<file path="src/rtl/iopin_pkg.sv">
// Shared types for the multi-function pin controller.
// Assumes a one-byte settings word per pin, laid out as in cfg_t.
package iopin_pkg;

    typedef enum logic [1:0] {
        FN_GPIO   = 2'b00,
        FN_ALERT  = 2'b01,
        FN_CLK    = 2'b10,
        FN_PERIPH = 2'b11
    } fn_e;

    // Edge selection codes held in the auxiliary field of an alert pin.
    localparam logic [1:0] EDGE_NONE = 2'b00;
    localparam logic [1:0] EDGE_RISE = 2'b01;
    localparam logic [1:0] EDGE_FALL = 2'b10;
    localparam logic [1:0] EDGE_BOTH = 2'b11;

    typedef struct packed {
        logic [1:0] aux;   // edge select or divide ratio
        logic       od;    // open-drain enable
        logic       pu;    // pull-up enable
        logic       lvl;   // GPIO output level
        logic       dir;   // 1 = output
        fn_e        fn;    // pin function
    } cfg_t;

    localparam int CFG_W = $bits(cfg_t);

endpackage

</file>
<file path="src/rtl/iopin_regbank.sv">
// Two banks of per-pin settings words: boot and active.
// Assumes one write port and one combinational read port. A load copies
// the boot bank into the active bank and takes priority over an active write.
module iopin_regbank
    import iopin_pkg::*;
#(
    parameter int                    NPINS = 6,
    parameter logic [NPINS*8-1:0]    INIT  = {NPINS{8'h10}},
    localparam int                   IDX_W = $clog2(NPINS + 1)
) (
    input  logic                 clk,
    input  logic                 rst_n,
    input  logic                 wr_en,
    input  logic                 wr_bank,
    input  logic [IDX_W-1:0]     wr_idx,
    input  logic [7:0]           wr_data,
    input  logic                 load_pu,
    input  logic                 rd_bank,
    input  logic [IDX_W-1:0]     rd_idx,
    output logic [7:0]           rd_data,
    output logic [NPINS*8-1:0]   act_flat,
    output logic [NPINS*8-1:0]   pu_flat
);

    logic [7:0] act_q [NPINS];
    logic [7:0] pu_q  [NPINS];

    for (genvar i = 0; i < NPINS; i++) begin : g_word
        logic hit;
        assign hit = wr_en && (wr_idx == IDX_W'(i));

        // Boot word: reset to INIT, updated only by boot-bank writes.
        always_ff @(posedge clk) begin
            if (!rst_n) begin
                pu_q[i] <= INIT[i*8 +: 8];
            end else if (hit && wr_bank) begin
                pu_q[i] <= wr_data;
            end
        end

        // Active word: reset to INIT, load has priority over a direct write.
        always_ff @(posedge clk) begin
            if (!rst_n) begin
                act_q[i] <= INIT[i*8 +: 8];
            end else if (load_pu) begin
                act_q[i] <= pu_q[i];
            end else if (hit && !wr_bank) begin
                act_q[i] <= wr_data;
            end
        end

        assign act_flat[i*8 +: 8] = act_q[i];
        assign pu_flat[i*8 +: 8]  = pu_q[i];
    end

    // Read mux: an out-of-range index returns zero.
    always_comb begin
        rd_data = '0;
        for (int i = 0; i < NPINS; i++) begin
            if (rd_idx == IDX_W'(i)) begin
                rd_data = rd_bank ? pu_q[i] : act_q[i];
            end
        end
    end

endmodule

</file>
<file path="src/rtl/iopin_edge_det.sv">
// Alert input path for one pin: two-flop synchroniser, an edge compare
// stage and a sticky flag. Assumes pin_in is asynchronous to clk.
// A new edge wins over a clear in the same cycle.
module iopin_edge_det
    import iopin_pkg::*;
(
    input  logic       clk,
    input  logic       rst_n,
    input  logic       en,
    input  logic [1:0] edge_sel,
    input  logic       pin_in,
    input  logic       clr,
    output logic       flag
);

    logic meta_q, sync_q, prev_q;
    logic rise, fall, hit;

    // Synchroniser and previous-value stage.
    always_ff @(posedge clk) begin
        if (!rst_n) begin
            meta_q <= 1'b0;
            sync_q <= 1'b0;
            prev_q <= 1'b0;
        end else begin
            meta_q <= pin_in;
            sync_q <= meta_q;
            prev_q <= sync_q;
        end
    end

    assign rise = sync_q & ~prev_q;
    assign fall = ~sync_q & prev_q;
    assign hit  = en & ((edge_sel[0] & rise) | (edge_sel[1] & fall));

    // Sticky flag: set by a selected edge, cleared by a one on clr.
    always_ff @(posedge clk) begin
        if (!rst_n) begin
            flag <= 1'b0;
        end else begin
            flag <= hit | (flag & ~clr);
        end
    end

endmodule

</file>
<file path="src/rtl/iopin_clkdiv.sv">
// Selectable integer clock divider for the clock-output pin.
// Assumes clk is the reference. The period is N cycles, with the output
// high for floor(N/2) of them. The count restarts when the ratio code
// changes and is held at zero while disabled.
module iopin_clkdiv #(
    parameter int  DIV0 = 2,
    parameter int  DIV1 = 3,
    parameter int  DIV2 = 6,
    parameter int  DIV3 = 12,
    localparam int CNT_W = $clog2(DIV3 + 1)
) (
    input  logic       clk,
    input  logic       rst_n,
    input  logic       en,
    input  logic [1:0] sel,
    output logic       clk_out
);

    logic [CNT_W-1:0] cnt_q;
    logic [CNT_W-1:0] ratio;
    logic [1:0]       sel_q;

    // Ratio lookup from the two-bit code.
    always_comb begin
        unique case (sel)
            2'b00:   ratio = CNT_W'(DIV0);
            2'b01:   ratio = CNT_W'(DIV1);
            2'b10:   ratio = CNT_W'(DIV2);
            default: ratio = CNT_W'(DIV3);
        endcase
    end

    // Counter with restart on disable or ratio change.
    always_ff @(posedge clk) begin
        if (!rst_n) begin
            cnt_q <= '0;
            sel_q <= 2'b00;
        end else begin
            sel_q <= sel;
            if (!en || (sel != sel_q)) begin
                cnt_q <= '0;
            end else if (cnt_q == ratio - CNT_W'(1)) begin
                cnt_q <= '0;
            end else begin
                cnt_q <= cnt_q + CNT_W'(1);
            end
        end
    end

    assign clk_out = en && (cnt_q < (ratio >> 1));

endmodule

</file>
<file path="src/rtl/iopin_pad_mux.sv">
// Per-pin function mux. It turns one settings word into pad out, enable
// and pull controls. ALERT_OK and CLK_OK state which optional functions
// this pin supports. An unsupported function leaves the pin undriven.
module iopin_pad_mux
    import iopin_pkg::*;
#(
    parameter bit ALERT_OK = 1'b0,
    parameter bit CLK_OK   = 1'b0
) (
    input  cfg_t cfg,
    input  logic periph,
    input  logic clk_in,
    output logic out,
    output logic oe,
    output logic pu,
    output logic alert_en,
    output logic clk_en
);

    // Function decode into pad controls.
    always_comb begin
        out      = 1'b0;
        oe       = 1'b0;
        pu       = 1'b0;
        alert_en = 1'b0;
        clk_en   = 1'b0;
        unique case (cfg.fn)
            FN_GPIO: begin
                if (cfg.dir) begin
                    if (cfg.od) begin
                        oe = ~cfg.lvl;
                    end else begin
                        oe  = 1'b1;
                        out = cfg.lvl;
                    end
                end else begin
                    pu = cfg.pu;
                end
            end
            FN_ALERT: begin
                if (ALERT_OK) begin
                    pu       = cfg.pu;
                    alert_en = 1'b1;
                end
            end
            FN_CLK: begin
                if (CLK_OK) begin
                    oe     = 1'b1;
                    out    = clk_in;
                    clk_en = 1'b1;
                end
            end
            default: begin
                if (cfg.od) begin
                    oe = ~periph;
                end else begin
                    oe  = 1'b1;
                    out = periph;
                end
            end
        endcase
    end

endmodule

</file>
<file path="src/rtl/iopin_ctrl.sv">
// Top of the multi-function pin controller. It ties together the settings
// banks, one function mux per pin, the alert paths on capable pins and the
// single clock divider. The pin capabilities come from ALERT_MASK and
// CLK_PIN.
module iopin_ctrl
    import iopin_pkg::*;
#(
    parameter int                 NPINS      = 6,
    parameter logic [NPINS-1:0]   ALERT_MASK = 6'b110101,
    parameter int                 CLK_PIN    = 3,
    parameter logic [NPINS*8-1:0] INIT       = {NPINS{8'h10}},
    localparam int                IDX_W      = $clog2(NPINS + 1)
) (
    input  logic             clk,
    input  logic             rst_n,
    input  logic             wr_en,
    input  logic             wr_bank,
    input  logic [IDX_W-1:0] wr_idx,
    input  logic [7:0]       wr_data,
    input  logic             load_pu,
    input  logic             rd_bank,
    input  logic [IDX_W-1:0] rd_idx,
    output logic [7:0]       rd_data,
    input  logic [NPINS-1:0] flag_clr,
    input  logic [NPINS-1:0] pad_in,
    input  logic [NPINS-1:0] periph_drv,
    output logic [NPINS-1:0] pad_out,
    output logic [NPINS-1:0] pad_oe,
    output logic [NPINS-1:0] pad_pu,
    output logic [NPINS-1:0] alert_flag
);

    logic [NPINS*8-1:0] act_flat;
    logic [NPINS*8-1:0] pu_flat;
    logic [NPINS-1:0]   alert_en;
    logic [NPINS-1:0]   clk_en;
    logic               div_out;
    cfg_t               clk_cfg;

    iopin_regbank #(
        .NPINS (NPINS),
        .INIT  (INIT)
    ) u_bank (
        .clk      (clk),
        .rst_n    (rst_n),
        .wr_en    (wr_en),
        .wr_bank  (wr_bank),
        .wr_idx   (wr_idx),
        .wr_data  (wr_data),
        .load_pu  (load_pu),
        .rd_bank  (rd_bank),
        .rd_idx   (rd_idx),
        .rd_data  (rd_data),
        .act_flat (act_flat),
        .pu_flat  (pu_flat)
    );

    assign clk_cfg = cfg_t'(act_flat[CLK_PIN*8 +: 8]);

    iopin_clkdiv u_div (
        .clk     (clk),
        .rst_n   (rst_n),
        .en      (clk_en[CLK_PIN]),
        .sel     (clk_cfg.aux),
        .clk_out (div_out)
    );

    for (genvar i = 0; i < NPINS; i++) begin : g_pin
        cfg_t cfg;
        assign cfg = cfg_t'(act_flat[i*8 +: 8]);

        iopin_pad_mux #(
            .ALERT_OK (ALERT_MASK[i]),
            .CLK_OK   (i == CLK_PIN)
        ) u_mux (
            .cfg      (cfg),
            .periph   (periph_drv[i]),
            .clk_in   ((i == CLK_PIN) ? div_out : 1'b0),
            .out      (pad_out[i]),
            .oe       (pad_oe[i]),
            .pu       (pad_pu[i]),
            .alert_en (alert_en[i]),
            .clk_en   (clk_en[i])
        );

        if (ALERT_MASK[i]) begin : g_alert
            iopin_edge_det u_edge (
                .clk      (clk),
                .rst_n    (rst_n),
                .en       (alert_en[i]),
                .edge_sel (cfg.aux),
                .pin_in   (pad_in[i]),
                .clr      (flag_clr[i]),
                .flag     (alert_flag[i])
            );
        end else begin : g_no_alert
            assign alert_flag[i] = 1'b0;
        end
    end

endmodule

</file>
<file path="config.mk">
export PLATFORM = sky130hd
export DESIGN_NAME = iopin_ctrl
export DESIGN_NICKNAME = d
export VERILOG_FILES = /design/src/rtl/iopin_pkg.sv /design/src/rtl/iopin_regbank.sv /design/src/rtl/iopin_edge_det.sv /design/src/rtl/iopin_clkdiv.sv /design/src/rtl/iopin_pad_mux.sv /design/src/rtl/iopin_ctrl.sv
export SDC_FILE = /design/constraint.sdc
export NUM_CORES = 1
export LEC_CHECK = 0
export BUFFER_PORTS_ARGS = -buffer_cell sky130_fd_sc_hd__buf_2
export CAP_MARGIN = 20
export CORE_UTILIZATION = 40
export CTS_BUF_LIST = sky130_fd_sc_hd__clkbuf_8
export DETAILED_ROUTE_END_ITERATION = 8
export PLACE_DENSITY_LB_ADDON = 0.12
export SLEW_MARGIN = 20
export SYNTH_ARGS = -nofsm -noshare
export SYNTH_HDL_FRONTEND = slang
export SYNTH_SLANG_ARGS = --single-unit
</file>
<file path="constraint.sdc">
create_clock -name clk -period 2 [get_ports clk]
set_input_delay 0.2 -clock clk [delete_from_list [all_inputs] [get_ports clk]]
set_output_delay 0.2 -clock clk [all_outputs]
set_load 0.01 [all_outputs]
</file>
Yosys cells after proc, flatten, opt, wreduce, memory -nomap -nowiden
Memory sizes are Yosys's and may differ from the RTL's.
Index checks and enable logic that the tools add are counted.
Widths: inputs -> output; s select.
{"block": "word_totals", "register_bits": 22, "memories": 2, "out_inout_bits": 32, "wordCells": 303, "rom_bits": 0, "latch_bits": 0, "ram_bits": 96}
{"memory": "u_bank.act_q", "depth": 6, "width": 8, "read_ports": 6, "rd_clocked_by_memory_dff": 0, "write_ports": 6, "line_no": "iopin_regbank.sv:25", "text": "logic [7:0] act_q [NPINS];"}
{"memory": "u_bank.pu_q", "depth": 6, "width": 8, "read_ports": 6, "rd_clocked_by_memory_dff": 0, "write_ports": 6, "line_no": "iopin_regbank.sv:26", "text": "logic [7:0] pu_q [NPINS];"}
{"block": "classes", "div_mod_pow": 0, "n_eq_ne": 26, "n_shift": 0, "add_sub_neg": 2, "magnitude_cmp": 1, "reduce_logical": 37, "mux": 142, "n_bitwise": 75, "mul": 0}
{"op": "$mux 8", "count": 30}
{"op": "$mux 1", "count": 95}
{"op": "$pmux 1 s2", "count": 14}
{"op": "$or 1x1->1", "count": 26}
{"op": "$not 1->1", "count": 25}
{"op": "$and 1x1->1", "count": 24}
{"op": "$logic_and 1x1->1", "count": 19}
{"op": "$eq 2x1->1 const B", "count": 7}
{"op": "$eq 2x2->1 const B", "count": 7}
{"op": "$logic_not 2->1", "count": 7}
{"op": "$eq 3x2->1 const B", "count": 4}
{"op": "$eq 3x3->1 const B", "count": 4}
{"op": "$pmux 4 s3", "count": 1}
{"op": "$reduce_or 2->1", "count": 5}
{"op": "$eq 3x1->1 const B", "count": 2}
{"op": "$logic_not 3->1", "count": 2}
{"op": "$pmux 1 s3", "count": 2}
{"op": "$add 4x1->4 const B", "count": 1}
{"op": "$eq 4x4->1", "count": 1}
{"op": "$lt 4x3->1", "count": 1}
{"op": "$sub 4x1->4 const B", "count": 1}
{"op": "$reduce_or 3->1", "count": 1}
{"op": "$logic_not 1->1", "count": 2}
{"op": "$ne 2x2->1", "count": 1}
{"op": "$logic_or 1x1->1", "count": 1}

Depth between registers and ports, before layout
{"block": "logic_depth", "ltp_word": 8, "ltp_mapped": 7, "mapped_depth_nobuf": 5}

Hierarchy
From an unflattened synthesis, not the netlist that was laid out.
{"block": "unflattened", "cells_unflattened": 537, "area_unflattened_um2": 6147.1}
{"mod": "iopin_regbank", "area_each_um2": 4760.8, "n_inst": 1, "cells_per_inst": 368}
{"mod": "iopin_edge_det", "area_each_um2": 132.6, "n_inst": 4, "cells_per_inst": 12}
{"mod": "iopin_clkdiv", "area_each_um2": 355.3, "n_inst": 1, "cells_per_inst": 39}
{"mod": "iopin_pad_mux at g_pin[0].u_mux ...", "area_each_um2": 81.3, "n_inst": 4, "cells_per_inst": 13}
{"mod": "iopin_pad_mux at g_pin[1].u_mux", "area_each_um2": 78.8, "n_inst": 1, "cells_per_inst": 13}
{"mod": "iopin_pad_mux at g_pin[3].u_mux", "area_each_um2": 77.6, "n_inst": 1, "cells_per_inst": 14}
{"mod": "iopin_ctrl", "area_each_um2": 18.8, "n_inst": 1, "cells_per_inst": 3}

Worst setup path before layout
No wires, ideal clock.
{"block": "synth_timing", "path_type": "input -> register", "startpoint": "in wr_idx[1]", "endpoint": "mem u_bank.act_q[0][0] (enable)", "arrival_ps": 1467, "setup_slack_ps": 149, "cell_stages": 4, "path_buffers": 2, "setup_ps": 384, "required_time_ps": 1616, "cell_sequence": "buf_6 > or3_1 > buf_6 > o21ai_0"}
{"item": "from (decl)", "line_no": "iopin_ctrl.sv:18", "text": "input logic [IDX_W-1:0] wr_idx,"}
{"item": "to (decl)", "line_no": "iopin_regbank.sv:25"}

==> flow_summary.json <==
{
  "final_util": 0.4836,
  "synth_area_mm2": 0.006294,
  "tightest_slew_ns": 0.5716,
  "cts.htree.levels": 4,
  "crit_path_top_delay_cell": "edfxtp_1",
  "period_minus_slack_ns": 1.986,
  "min_to": "g_pin[5].g_alert.u_edge.flag",
  "pre_cts_ws_ns": 0.1335,
  "start_util": 0.4125,
  "grt_usage": 0.2167,
  "hpwl_um": 12080,
  "crit_path_max_incr_delay_ns": 0.40,
  "first_iter_violations": 507,
  "synth-edff-count": 96,
  "ioPinCount": 70,
  "clock_skew_ns": 0.01214,
  "ys_seq_area_frac": 0.5280,
  "ir_drop_uv": 596.3,
  "clockBufferDepth": 2,
  "fp-row-count": 45,
  "clock_latency_ns": 0.45,
  "finalPower_uw": 5748,
  "end_kind": "output port",
  "die_w_um": 127.4,
  "grt_overflow_total": 0,
  "synth-main-ff-cell": "edfxtp_1",
  "grt_pass1_wl_um": 25270,
  "grt_pass1_vias": 4479,
  "ant_nets": 0,
  "cp_top_family": "compound AO/OA/AOI/OAI gates",
  "netlist_instances": 587,
  "cts_buffers": 17,
  "crit_buf_inv": 1,
  "core_mm2": 0.01526,
  "critical_path_class": "flop to output port",
  "max_freq_mhz": 503.4,
  "final_common_cell": "edfxtp_1",
  "antenna_found_initial": 0,
  "die_h_um": 127.4,
  "hp-class": "input pin to flop",
  "clkTransAtPathRegs_ns": 0.07,
  "required_ns": 1.80,
  "worstReg2RegStart": "u_bank.act_q[1][14]",
  "cts_tree": "done",
  "avgSynthCellArea_um2": 10.72,
  "post-route-period-util": 0.9932,
  "holdPathStages": 3,
  "arrival_ns": 1.79,
  "synth.distinct_cells": 52,
  "r2r_slack_ns": 0.43,
  "area_growth_syn_to_layout_pct": 17.26,
  "yosys_warnings": 0,
  "ys_seq_elements": 118,
  "crit_chain": "mux2_4 -> o21a_1 -> o21ai_2 -> o211ai_1 -> buf_2",
  "tns_ns": 0,
  "cp_max_fo": 3,
  "portBuffers": 63,
  "reg2reg_to": "u_div.cnt_q[2]",
  "status": "complete, no violations",
  "fin_ws_ns": 0.01360,
  "holdCritStartpoint": "flag_clr[5]",
  "avgViaCountPerCell": 5.301,
  "vias": 4681,
  "grt_max_degree": 43,
  "final_cell_mix": "edfxtp_1 (96), nand2_1 (64), o21ai_0 (64)",
  "holdWs_ns": 0.02237,
  "fin_nets": 700,
  "cts.sinks": 118,
  "clock-root-buffer": "clkbuf_8",
  "hold_viol_final": 0,
  "worstSetupStartpointType": "flop",
  "power.density_mw_per_mm2": 778.9,
  "wirelength_um": 16660,
  "worst_r2r_path_depth": 5,
  "n_antenna_cell": 0,
  "layout-drive-gt1-share": 0.2470,
  "finalMaxSlewViolations": 0,
  "drc_errors": 0,
  "synth-async-reset-ratio": 0,
  "setup_viol": 0,
  "maxCapViolCount": 0,
  "grt_setup_unrepaired": "true",
  "p_leak_uw": 0.002838,
  "wl_per_cell_um": 18.87,
  "dr.pass1.iters": 6,
  "die_area_mm2": 0.01624,
  "slew_headroom": 0.6175,
  "routabilityCongestion": 0.9680
}
-- kinds of logic (layout without fill, tap and decap cells) --
| family | Yosys count | after routing | synth area share |
|---|---|---|---|
| AOI/OAI and AO/OA | 138 | 138 | 0.1392 |
| xor gates and xnor gates | 4 | 4 | 0.005568 |
| adders and majority gates | 3 | 3 | 0.005965 |
| buffers and inverters | 62 | 146 | 0.05805 |
| DFF | 118 | 118 | 0.5280 |
| muxes | 48 | 48 | 0.07793 |
| other | 1 | 2 | 0.0005958 |
| and+or+nand+nor | 213 | 213 | 0.1847 |
-- where the power goes --
group	leakage [µW]	total [µW]	internal (µW)	switching [µW]
clock	0.000185	2110	1120	986
sequential	0.00116	2910	2810	106
combinational	0.00150	727	314	413
-- stage by stage --
stage | area (µm²) | cells
final | 7380 | 883
after global routing | 7380 | 883
after CTS | 7256 | 875
after detailed placement | 6735 | 830
after global placement | 6735 | 830
after floorplan | 6297 | 588
-- metal layers --
| layer | up-vias | part of all wire | wire length [µm] | global-route usage |
|---|---|---|---|---|
| met5 | - | 0 | 0 | 0 |
| met1 | 2268 | 0.47 | 7848 | 0.2917 |
| met3 | 11 | 0.063 | 1055 | 0.06742 |
| li1 | 2262 | - | - | - |
| met4 | 0 | 0.0093 | 155 | 0.05812 |
| met2 | 140 | 0.46 | 7605 | 0.3372 |
-- Yosys cell counts (2+ instances only) --
library cell	instances	area, µm²
a31oi_1	5	31.28
and2_1	57	356.6
nand2_1	65	244.0
buf_1	7	26.28
clkbuf_1	10	37.54
a21oi_1	7	35.03
a21o_1	2	15.01
xor2_1	3	26.28
o221ai_1	2	17.52
o21a_1	8	60.06
mux2_2	8	90.09
nor3_1	5	25.02
or3b_2	2	17.52
nor2_1	21	78.83
inv_1	6	22.52
a22o_1	14	122.6
a21boi_0	4	30.03
buf_2	7	35.03
buf_6	2	22.52
and3_1	3	18.77
or3_1	2	12.51
o21ai_1	3	15.01
buf_4	29	217.7
nor4bb_1	3	30.03
o22ai_1	2	12.51
edfxtp_1	96	2883
nand2b_1	6	37.54
dfxtp_1	22	440.4
nor4b_1	4	35.03
nor2_2	4	25.02
nor3b_1	4	30.03
nand3b_1	14	105.1
nor2b_1	7	43.79
ha_1	3	37.54
mux2i_1	40	400.4
nand3_1	10	50.05
o32a_1	3	30.03
a22o_2	7	70.07
o21ai_0	70	350.3
o211ai_1	8	60.06
-- registers in the layout (all words and copies together) (netlist names) --
name                         count
u_bank.act_q                    48
u_bank.pu_q                     48
g_pin.g_alert.u_edge.flag        4
g_pin.g_alert.u_edge.meta_q      4
g_pin.g_alert.u_edge.prev_q      4
g_pin.g_alert.u_edge.sync_q      4
u_div.cnt_q                      4
u_div.sel_q                      2
-- cell type report --
type | count | area [µm²]
Timing Repair Buffer | 107 | 685.7
Sequential cell | 118 | 3323
Clock buffer | 18 | 247.7
Fill cell | 1431 | 7879
Tap cell | 211 | 264.0
Clock inverter | 14 | 135.1
Inverter | 7 | 26.28
Multi-Input combinational cell | 408 | 2698
-- worst max path at each step --
stage,cells past startpoint,endpoint,startpoint
5_1_grt,6,pad_out[3],u_bank.act_q[1][15]
2_1_floorplan,4,u_bank.act_q[0][0],wr_idx[1]
6_report,5,rd_data[2],u_bank.act_q[0][2]
3_3_place_gp,6,rd_data[2],rd_bank
4_1_cts,5,rd_data[2],u_bank.act_q[0][2]
3_5_place_dp,7,rd_data[6],rd_bank
-- repair_timing --
action	4_1_cts	5_1_grt
gates resized for setup	11	16
hold endpoints to repair	6	0
pin swaps	10	10
setup endpoints to repair	9	9
hold buffers	6	0
buffers inserted	7	8
-- worst register-to-register path: cells and delay by family (launching register included) --
family / cells / cell delay, ns
buffers and inverters: 1 / 0.20
and+or+nand+nor: 2 / 0.44
AOI/OAI and AO/OA: 2 / 0.35
DFF: 1 / 0.46
Note: power is estimated with default switching activity, not from simulation.
